## src/rtl/odt_mon_pkg.sv

```systemverilog
package odt_mon_pkg;

   // One registered interface sample
   typedef struct packed {
      logic odt;
      logic wr;
      logic bl8;
   } odt_sample_t;

   // Width needed to hold values 0..n
   function automatic int unsigned cnt_width(input int unsigned n);
      int unsigned w;
      w = 1;
      while ((1 << w) <= n) w++;
      return w;
   endfunction

endpackage

```

## src/rtl/odt_level_tracker.sv

```systemverilog
module odt_level_tracker
   import odt_mon_pkg::*;
(
   input  logic        clk,
   input  logic        rst_n,
   input  odt_sample_t smp_i,
   output logic        rise_o
);

   logic odt_prev_q;

   always_ff @(posedge clk or negedge rst_n) begin
      if (!rst_n) odt_prev_q <= 1'b0;
      else        odt_prev_q <= smp_i.odt;
   end

   // First sample high after a low (or after reset)
   assign rise_o = smp_i.odt & ~odt_prev_q;

endmodule

```

## src/rtl/odt_window_timer.sv

```systemverilog
module odt_window_timer
   import odt_mon_pkg::*;
#(
   parameter int unsigned HOLD_BASE = 4,
   parameter int unsigned HOLD_LONG = 6,
   parameter int unsigned CNT_W     = cnt_width(HOLD_LONG)
)(
   input  logic             clk,
   input  logic             rst_n,
   input  odt_sample_t      smp_i,
   input  logic             rise_i,
   output logic [CNT_W-1:0] left_o,
   output logic             early_o
);

   localparam logic [CNT_W-1:0] LEFT_BASE = CNT_W'(HOLD_BASE - 1);
   localparam logic [CNT_W-1:0] LEFT_LONG = CNT_W'(HOLD_LONG - 1);
   localparam logic [CNT_W-1:0] ONE       = CNT_W'(1);

   logic [CNT_W-1:0] left_q, left_d;
   logic [CNT_W-1:0] carry_left;   // pending requirement moved one cycle on
   logic [CNT_W-1:0] wr_left;      // requirement opened by this write

   // Length of the write window: the mux is dropped when both lengths agree
   generate
      if (HOLD_LONG == HOLD_BASE) begin : g_wr_fixed
         assign wr_left = (smp_i.odt && smp_i.wr) ? LEFT_BASE : '0;
      end else begin : g_wr_by_burst
         assign wr_left = !(smp_i.odt && smp_i.wr) ? '0 :
                          (smp_i.bl8 ? LEFT_LONG : LEFT_BASE);
      end
   endgenerate

   always_comb begin
      if (rise_i)
         carry_left = LEFT_BASE;
      else if (left_q == '0)
         carry_left = '0;
      else
         carry_left = left_q - ONE;

      if (!smp_i.odt)
         left_d = '0;
      else if (wr_left > carry_left)
         left_d = wr_left;
      else
         left_d = carry_left;
   end

   always_ff @(posedge clk or negedge rst_n) begin
      if (!rst_n) left_q <= '0;
      else        left_q <= left_d;
   end

   assign left_o  = left_q;
   assign early_o = ~smp_i.odt & (left_q != '0);

endmodule

```

## src/rtl/odt_violation_flag.sv

```systemverilog
module odt_violation_flag (
   input  logic clk,
   input  logic rst_n,
   input  logic early_i,
   output logic pulse_o,
   output logic sticky_o
);

   logic pulse_q, sticky_q;

   always_ff @(posedge clk or negedge rst_n) begin
      if (!rst_n) begin
         pulse_q  <= 1'b0;
         sticky_q <= 1'b0;
      end else begin
         pulse_q  <= early_i;
         sticky_q <= sticky_q | early_i;
      end
   end

   assign pulse_o  = pulse_q;
   assign sticky_o = sticky_q;

endmodule

```

## src/rtl/odt_hold_monitor.sv

```systemverilog
module odt_hold_monitor
   import odt_mon_pkg::*;
#(
   parameter int unsigned HOLD_BASE = 4,
   parameter int unsigned HOLD_LONG = 6,
   parameter int unsigned CNT_W     = cnt_width(HOLD_LONG)
)(
   input  logic             clk,
   input  logic             rst_n,
   input  logic             odt_i,
   input  logic             wr_i,
   input  logic             bl8_i,
   output logic             early_drop_o,
   output logic             drop_err_o,
   output logic [CNT_W-1:0] hold_left_o
);

   // Elaboration-time parameter checks
   generate
      if (HOLD_BASE < 2) begin : g_bad_base
         $error("HOLD_BASE must be at least 2");
      end
      if (HOLD_LONG < HOLD_BASE) begin : g_bad_long
         $error("HOLD_LONG must not be shorter than HOLD_BASE");
      end
      if ((1 << CNT_W) <= HOLD_LONG) begin : g_bad_width
         $error("CNT_W too narrow for HOLD_LONG");
      end
   endgenerate

   odt_sample_t smp;
   logic        rise;
   logic        early;

   assign smp.odt = odt_i;
   assign smp.wr  = wr_i;
   assign smp.bl8 = bl8_i;

   odt_level_tracker u_track (
      .clk    (clk),
      .rst_n  (rst_n),
      .smp_i  (smp),
      .rise_o (rise)
   );

   odt_window_timer #(
      .HOLD_BASE (HOLD_BASE),
      .HOLD_LONG (HOLD_LONG),
      .CNT_W     (CNT_W)
   ) u_timer (
      .clk     (clk),
      .rst_n   (rst_n),
      .smp_i   (smp),
      .rise_i  (rise),
      .left_o  (hold_left_o),
      .early_o (early)
   );

   odt_violation_flag u_flag (
      .clk      (clk),
      .rst_n    (rst_n),
      .early_i  (early),
      .pulse_o  (early_drop_o),
      .sticky_o (drop_err_o)
   );

endmodule

```

## config.mk

```make
export PLATFORM = sky130hd
export DESIGN_NAME = odt_hold_monitor
export DESIGN_NICKNAME = d
export VERILOG_FILES = /design/src/rtl/odt_mon_pkg.sv /design/src/rtl/odt_level_tracker.sv /design/src/rtl/odt_window_timer.sv /design/src/rtl/odt_violation_flag.sv /design/src/rtl/odt_hold_monitor.sv
export SDC_FILE = /design/constraint.sdc
export NUM_CORES = 1
export LEC_CHECK = 0
export ABC_AREA = 1
export BUFFER_PORTS_ARGS = -buffer_cell sky130_fd_sc_hd__buf_2
export CAP_MARGIN = 5
export CORE_AREA = 4 4 41 43
export DETAILED_ROUTE_END_ITERATION = 10
export DIE_AREA = 0 0 45 47
export PLACE_DENSITY = 0.47
export SYNTH_ARGS = -nofsm -noshare
export SYNTH_HDL_FRONTEND = slang
export SYNTH_SLANG_ARGS = --single-unit
```

## constraint.sdc

```tcl
create_clock -name clk -period 1.7 [get_ports clk]
set_input_delay 0.255 -clock clk [delete_from_list [all_inputs] [get_ports clk]]
set_output_delay 0.255 -clock clk [all_outputs]
set_load 0.02 [all_outputs]
```

; ---- Word-level counts from Yosys, hierarchy flattened
; Cells that the tools add are included.
[op_classes]
n_addsub = 1
multipliers = 0
div_mod_pow = 0
order_cmp = 1
n_eq_ne = 0
n_shift = 0
mux = 6
bitwise_logic = 5
n_reduce_logical = 3
[op_table]
columns = operator, count
row1 = 2-to-1 mux 3 bit, 6
row2 = > comparator 3 bit, 1
row3 = zero test 3 bit, 1
row4 = nonzero test 3 bit, 1
row5 = "subtractor 3 x 1 -> 3 bit, second input constant", 1
row6 = bitwise AND 1 bit, 2
row7 = NOT 1 bit, 2
row8 = logical AND 1 bit, 1
row9 = OR 1 bit, 1
[word_totals]
regBits = 6
latchBits = 0
mem_bits_rw = 0
rom_bits = 0
input_bits = 5
out_inout_bits = 5
memories = 0

; ---- Longest topological paths before layout
; Gate-level depths: netlist (run 1).
[depth]
word_depth = 6
mapped_depth = 11
depth_no_buf = 11

; ---- Cells and area by module
; Synthesis (run 1) repeated with hierarchy kept, for this count alone.
[unflattened]
hier_cells = 50
hier_area_um2 = 379.1
[by_module_without_submodules]
columns = module, n_inst, cells_per_inst, area_per_inst_um2
row1 = odt_window_timer, 1, 42, 282.8
row2 = odt_violation_flag, 1, 5, 61.3
row3 = odt_level_tracker, 1, 3, 35.0

; ---- Worst setup path before layout (run 1)
; OpenSTA, ideal clock, no wires.
[synth_path]
path_type = register to register
from = register u_timer.left_q[0] (netlist: u_timer.left_o[0])
to = register u_timer.left_q[0] (netlist: u_timer.left_o[0])
t_arrival_ps = 1554
required_ps = 1581
setup_slack_ps = 27
stages_incl_launch_ff = 11
path_buffers = 0
synth_period_minus_slack_ps = 1673
path_cell_list = dfrtp_1 > inv_1 > nand2_1 > nand2_1 > nor2_1 > inv_1 > ha_1 > a21oi_1 > nand2_1 > a21oi_1 > nor2_1
[synth_via]
elab_chain_cells = 6
elab_cells_between_ends = 7
[synth_rtl]
columns = item, line_no
row1 = "start, declared", odt_window_timer.sv:20  ; logic [CNT_W-1:0] left_q, left_d;
row2 = "start signal, assigned", odt_window_timer.sv:52  ; else left_q <= left_d;
row3 = subtractor 3 x 1 -> 3 bit or zero test 3 bit (tied branches), "odt_window_timer.sv:40, odt_window_timer.sv:37"
row4 = 2-to-1 mux 3 bit (*), odt_window_timer.sv:37  ; else if (left_q == '0)
row5 = 2-to-1 mux 3 bit (*), odt_window_timer.sv:35  ; if (rise_i)
row6 = > comparator 3 bit, odt_window_timer.sv:44  ; else if (wr_left > carry_left)
row7 = 2-to-1 mux 3 bit (*), odt_window_timer.sv:44
row8 = 2-to-1 mux 3 bit (*), odt_window_timer.sv:42  ; if (!smp_i.odt)
row9 = net u_timer.left_d[0], odt_window_timer.sv:20
; Mark *: on every way through the listed nets, which the timed path passes. The rest lies on a longest branch.

; ---- Worst setup path in the final report (run 1)
; Same ends and word-level chain as after synthesis.

==> results of run 1 <==
==> layer usage <==
layer  share of wire  global-route usage  wire length [um]
met4               0             0.03509                 0
met2            0.52              0.1497               474
met1            0.43              0.1224               388
met3           0.053             0.03448                48
met5               0                   0                 0
==> sequential cells by signal, indices dropped and copies added, names as in the netlist <==
register            flops
u_flag.pulse_o          1
u_track.odt_prev_q      1
u_flag.sticky_o         1
u_timer.left_o          3
==> power by group <==
group          leakage [uW]  internal [uW]  switching, uW
clock             0.0000138           79.6           48.0
combinational      0.000230            232            328
sequential        0.0000729            187           28.4
total              0.000317            499            405
==> metrics by stage <==
step	util	cells	setup WS (ns)
6_report	0.4423	84	0.1313
5_1_grt	0.4423	84	-0.02210
4_1_cts	0.3875	84	0.01729
3_5_place_dp	0.3596	80	0.007823
3_3_place_gp	0.3596	80	0.009055
2_1_floorplan	-	51	0.02698
==> logic make-up after synthesis <==
group	synth area share
flops	0.4095
fa+ha+maj	0.1024
compound gates	0.06825
simple gates	0.3175
buf+inv	0.1024
==> cell usage in the layout, fill, tap and decap left out, drive strengths merged <==
cell type and count:
a21oi 4, buf 14, clkbuf 3, dfrtp 6
dlygate4sd3 1, ha 3, inv 10, nand2 12
nand3 6, nor2 7, o21ai 1, or2 2
==> worst max path at each step <==
stage                       from                end  slack, ns  depth (start not counted)
6_report       u_timer.left_o[0]  u_timer.left_o[0]       0.13                         10
3_5_place_dp   u_timer.left_o[0]  u_timer.left_o[2]      0.008                         10
4_1_cts        u_timer.left_o[0]  u_timer.left_o[2]       0.02                         10
5_1_grt        u_timer.left_o[1]  u_timer.left_o[2]      -0.02                         11
3_3_place_gp   u_timer.left_o[0]  u_timer.left_o[2]      0.009                         10
2_1_floorplan  u_timer.left_o[0]  u_timer.left_o[0]       0.03                         10
==> cell type report <==
cell class	count	area [um2]	area share
clock buffer	3	22.52	0.03913
inverter	10	37.54	0.06522
multi-input combinational	35	254.0	0.4413
sequential	6	150.1	0.2609
tap	15	18.77	0.03261
timing repair buffer	15	92.59	0.1609
==> what timing repair did <==
item	CTS	global route
gates cloned	0	0
resized for setup	1	11
pin swaps	0	1
hold endpoints to repair	6	0
hold buffers	1	0
setup endpoints to repair	1	3
==> impl_metrics.tcl, run 1 <==
set metrics [dict create \
    ant_nets 0 \
    antenna_cells 0 \
    synth_cells 51 \
    slowest_delay_ns 0.34 \
    finClkSkew_ns 0.003141 \
    crit_path_cell_trace "inv_1, nand2_1, nand2_1, nor2_1, inv_1, ha_4, a21oi_4, nand2_4, a21oi_1, nor2_1" \
    hold_start "odt_i" \
    yosys_register_bits 6 \
    slowest_stage "dfrtp_1" \
    post-cts-setup-buffers 0 \
    fin_crit_sh 0.9228 \
    synthToLayoutAreaGrowth_pct 57.00 \
    drc 0 \
    place_area_um2 467.9 \
    crit_type "reg -> reg" \
    arrival_ns 1.70 \
    finalMaxSlewViolations 0 \
    yosysTopAreaCell "dfrtp_1" \
    ff2ff_setup_slack_ns 0.13 \
    fp-row-count 13 \
    drive_above_1_share 0.4058 \
    fin_tns_setup_ns 0 \
    worst_skew_pair.late_latency_ns 0.24 \
    htreeDepth 1 \
    synth-edff-count 0 \
    synth_ff_type "dfrtp_1" \
    max-cap-violations 0 \
    synth_common_cells "nand2_1 (11), inv_1 (10), nor2_1 (7)" \
    fmax_mhz 637.5 \
    hold_end "u_track.odt_prev_q" \
    synth_warnings 0 \
    yosysMostFrequentCell "nand2_1" \
    crit_required_ns 1.83 \
    grt_max_degree 7 \
    post-route-min-period_ns 1.569 \
    crit_path_end_kind "register" \
    synthesis.nets 59 \
    cts_buffer_depth 2 \
    worst_hold_slack_ns 0.1892 \
    drt-wirelength-per-cell_um 10.86 \
    start_kind "register" \
    yosysUniqueCellTypes 11 \
    grt_pass1_vias 356 \
    portBuffers 9 \
    grt_first_pass_wirelength_um 1455 \
    drtIter0Drc 11 \
    worstMarginPinSlew_ns 0.1706 \
    clockRootBuffer "clkbuf_4" \
    cts_tree "done" \
    synth_area_um2 366.6 \
    fin_total_pwr_uw 903.3 \
    hold_violations 0 \
    first_pass_iters 2 \
    die_w_um 45 \
    gp_congestion 0.7885 \
    synthArstFlopShare 1.000 \
    overflow 0 \
    dp_hpwl_um 685.6 \
    worstReg2RegStart "u_timer.left_o[0]" \
    power_density_nw_per_um2 1569 \
    die_h_um 47 \
    numCtsBuffers 3 \
    leakagePower_uw 0.0003168 \
    die_area_um2 2115 \
    final_cell_area_um2 575.6 \
    reg2reg_depth 10 \
    wl_um 912 \
    grt_antenna_before_repair 0 \
    worst_slew_margin_rel 0.8863 \
    r2r_end "u_timer.left_o[0]" \
    worst-path-buf-inv 2 \
    grt.total_usage 0.09611 \
    viasPerCell 4.500 \
    nFillCells 149 \
    final_nets 79 \
    setup_viol 0 \
    hold_class "in -> reg" \
    critPathTopFamily "simple AND/OR/NAND/NOR gates" \
    vdd_drop_max_uv 435.6 \
    ys_seq_area_frac 0.4096 \
    io_pins 10 \
    path_clk_slew_ns 0.05 \
    yosysTopAreaCellShare 0.4096 \
    synth_area_leaders "dfrtp_1 (41%), nand2_1 (11%), ha_1 (10%)" \
    cts.sinks 6 \
    avgSynthCellArea_um2 7.188 \
    critPathMaxFanout 6 \
    start_util 0.2817 \
    core_area_um2 1301 \
    worstHoldPathCells 1 \
    via_count 378 \
    status "finished clean" \
]
Note: power is estimated with default switching activity, not from simulation.
==> run 2: changes to the inputs <==
--- a/config.mk
+++ b/config.mk
@@ -6,12 +6,12 @@
 export NUM_CORES = 1
 export LEC_CHECK = 0
 export ABC_AREA = 1
-export BUFFER_PORTS_ARGS = -buffer_cell sky130_fd_sc_hd__buf_2
 export CAP_MARGIN = 5
 export CORE_AREA = 4 4 41 43
 export DETAILED_ROUTE_END_ITERATION = 10
 export DIE_AREA = 0 0 45 47
-export PLACE_DENSITY = 0.47
+export DONT_BUFFER_PORTS = 1
+export PLACE_DENSITY = 0.41
 export SYNTH_ARGS = -nofsm -noshare
 export SYNTH_HDL_FRONTEND = slang
 export SYNTH_SLANG_ARGS = --single-unit
==> run 2 against run 1 <==
Against the previous run: clock skew shrank 0.0027 ns; final cell count down 12%; first-iteration DRC count down 55%; clock-buffer cell count unchanged; critical path depth rose by 1; worst hold slack lost 0.14 ns; sequential share of layout area up 3.5 points; highest routed layer unchanged; sequential cell count unchanged.
==> impl_metrics.tcl, run 2 (synthesis gave the netlist of run 1 again) <==
set metrics [dict create \
    die_w_um 45 \
    vdd_drop_max_uv 531.8 \
    die_h_um 47 \
    fmax_mhz 629.0 \
    htreeDepth 1 \
    fin_crit_sh 0.9352 \
    post-cts-setup-buffers 0 \
    dp.cells 70 \
    slowest_delay_ns 0.36 \
    drc 0 \
    crit_type "reg -> reg" \
    portBuffers 0 \
    start_util 0.2817 \
    finClkSkew_ns 0.0003940 \
    arrival_ns 1.72 \
    clockRootBuffer "clkbuf_4" \
    worst_slew_margin_rel 0.8168 \
    rsz0062_at_grt "true" \
    hold_class "in -> reg" \
    overflow 0 \
    worst_skew_pair.late_latency_ns 0.24 \
    crit_required_ns 1.83 \
    post-route-min-period_ns 1.590 \
    grt.total_usage 0.09149 \
    wl_um 796 \
    critPathMaxFanout 6 \
    viasPerCell 4.662 \
    status "finished clean" \
    setup_viol 0 \
    grt_first_pass_wirelength_um 1317 \
    leakagePower_uw 0.0002673 \
    gp_congestion 0.7253 \
    dp_hpwl_um 595 \
    fp-row-count 13 \
    regArea_um2 150.1 \
    fin_cells 74 \
    worstMarginPinSlew_ns 0.2740 \
    numCtsBuffers 3 \
    drt-wirelength-per-cell_um 10.76 \
    fin_total_pwr_uw 833.9 \
    cts_buffer_depth 2 \
    synthToLayoutAreaGrowth_pct 38.23 \
    nFillCells 154 \
    antenna_cells 0 \
    largest_reg_flops 3 \
    crit_path_cell_trace "buf_4, nor2_1, nand2_1, nand3_2, inv_2, ha_4, nand3_1, nand2_2, nand3_2, nand2_1, nor2_1" \
    grt_max_degree 8 \
    critPathTopFamily "simple AND/OR/NAND/NOR gates" \
    first_pass_iters 2 \
    drive_above_1_share 0.3390 \
    io_pins 10 \
    ant_nets 0 \
    cts_tree "done" \
    via_count 345 \
    max-cap-violations 0 \
    slowest_stage "dfrtp_1" \
    final_nets 69 \
    multi_input_area_um2 234.0 \
    path_clk_slew_ns 0.04 \
    grt_antenna_before_repair 0 \
    finalMaxSlewViolations 0 \
    grt_pass1_vias 318 \
    hold_violations 0 \
    crit_path_end_kind "register" \
    start_kind "register" \
    core_area_um2 1301 \
    drtIter0Drc 5 \
    worst-path-buf-inv 2 \
    final_cell_mix "inv_1 (9), nand2_1 (9), nor2_1 (6), dfrtp_1 (6)" \
    cts.sinks 6 \
    die_area_um2 2115 \
    power_density_nw_per_um2 1646 \
]
[run 2: metrics by stage]
| stage | hold WS (ns) | utilization | setup TNS (ns) | setup slack [ns] | cell area, um2 |
|---|---|---|---|---|---|
| after global placement | -0.04045 | 0.3192 | 0 | 0.02843 | 415.4 |
| after global routing | 0.02002 | 0.3894 | -0.004170 | -0.004170 | 506.7 |
| after floorplan | -0.04059 | - | 0 | 0.02698 | 366.6 |
| final | 0.04422 | 0.3894 | 0 | 0.1102 | 506.7 |
| after CTS | 0.03276 | 0.3462 | 0 | 0.007352 | 450.4 |
| after detailed placement | -0.04046 | 0.3192 | -0.001572 | -0.001572 | 415.4 |
[run 2: timing repair]
| action | 4_1_cts | 5_1_grt |
|---|---|---|
| hold buffers | 1 | 0 |
| resized for setup | 1 | 12 |
| endpoints found under the hold margin | 6 | 0 |
| pin swaps | 0 | 1 |
| setup endpoints to repair | 1 | 3 |
[run 2: cell type report]
type / count / share of cell area
clock buffer: 3 / 0.04444
inverter: 10 / 0.07407
multi-input combinational: 35 / 0.4617
sequential: 6 / 0.2963
tap: 15 / 0.03704
timing repair buffer: 5 / 0.08642
[run 2: path summary, 6_finish.rpt]
kind	start	endpoint	slack, ns	cells past startpoint
setup / recovery	u_timer.left_o[1]	u_timer.left_o[1]	0.11	11
hold / removal	odt_i	u_track.odt_prev_q	0.04	0
setup reg to reg	u_timer.left_o[1]	u_timer.left_o[1]	0.11	11
hold reg to reg	u_timer.left_o[2]	u_flag.pulse_o	0.61	2
max in group asynchronous	rst_n	u_flag.sticky_o	1.16	1
min in group asynchronous	rst_n	u_timer.left_o[1]	0.33	1
[run 2: power breakdown]
| part | internal [uW] | switching, uW |
|---|---|---|
| Clock | 79.5 | 46.5 |
| Sequential | 187 | 42.0 |
| Combinational | 199 | 280 |
[run 2: routing by layer]
metal,up-vias,global-route usage,share of wire
li1,174,-,-
met1,162,0.1090,0.41
met2,9,0.1243,0.50
met3,0,0.06897,0.087
met4,0,0.03509,0
met5,-,0,0
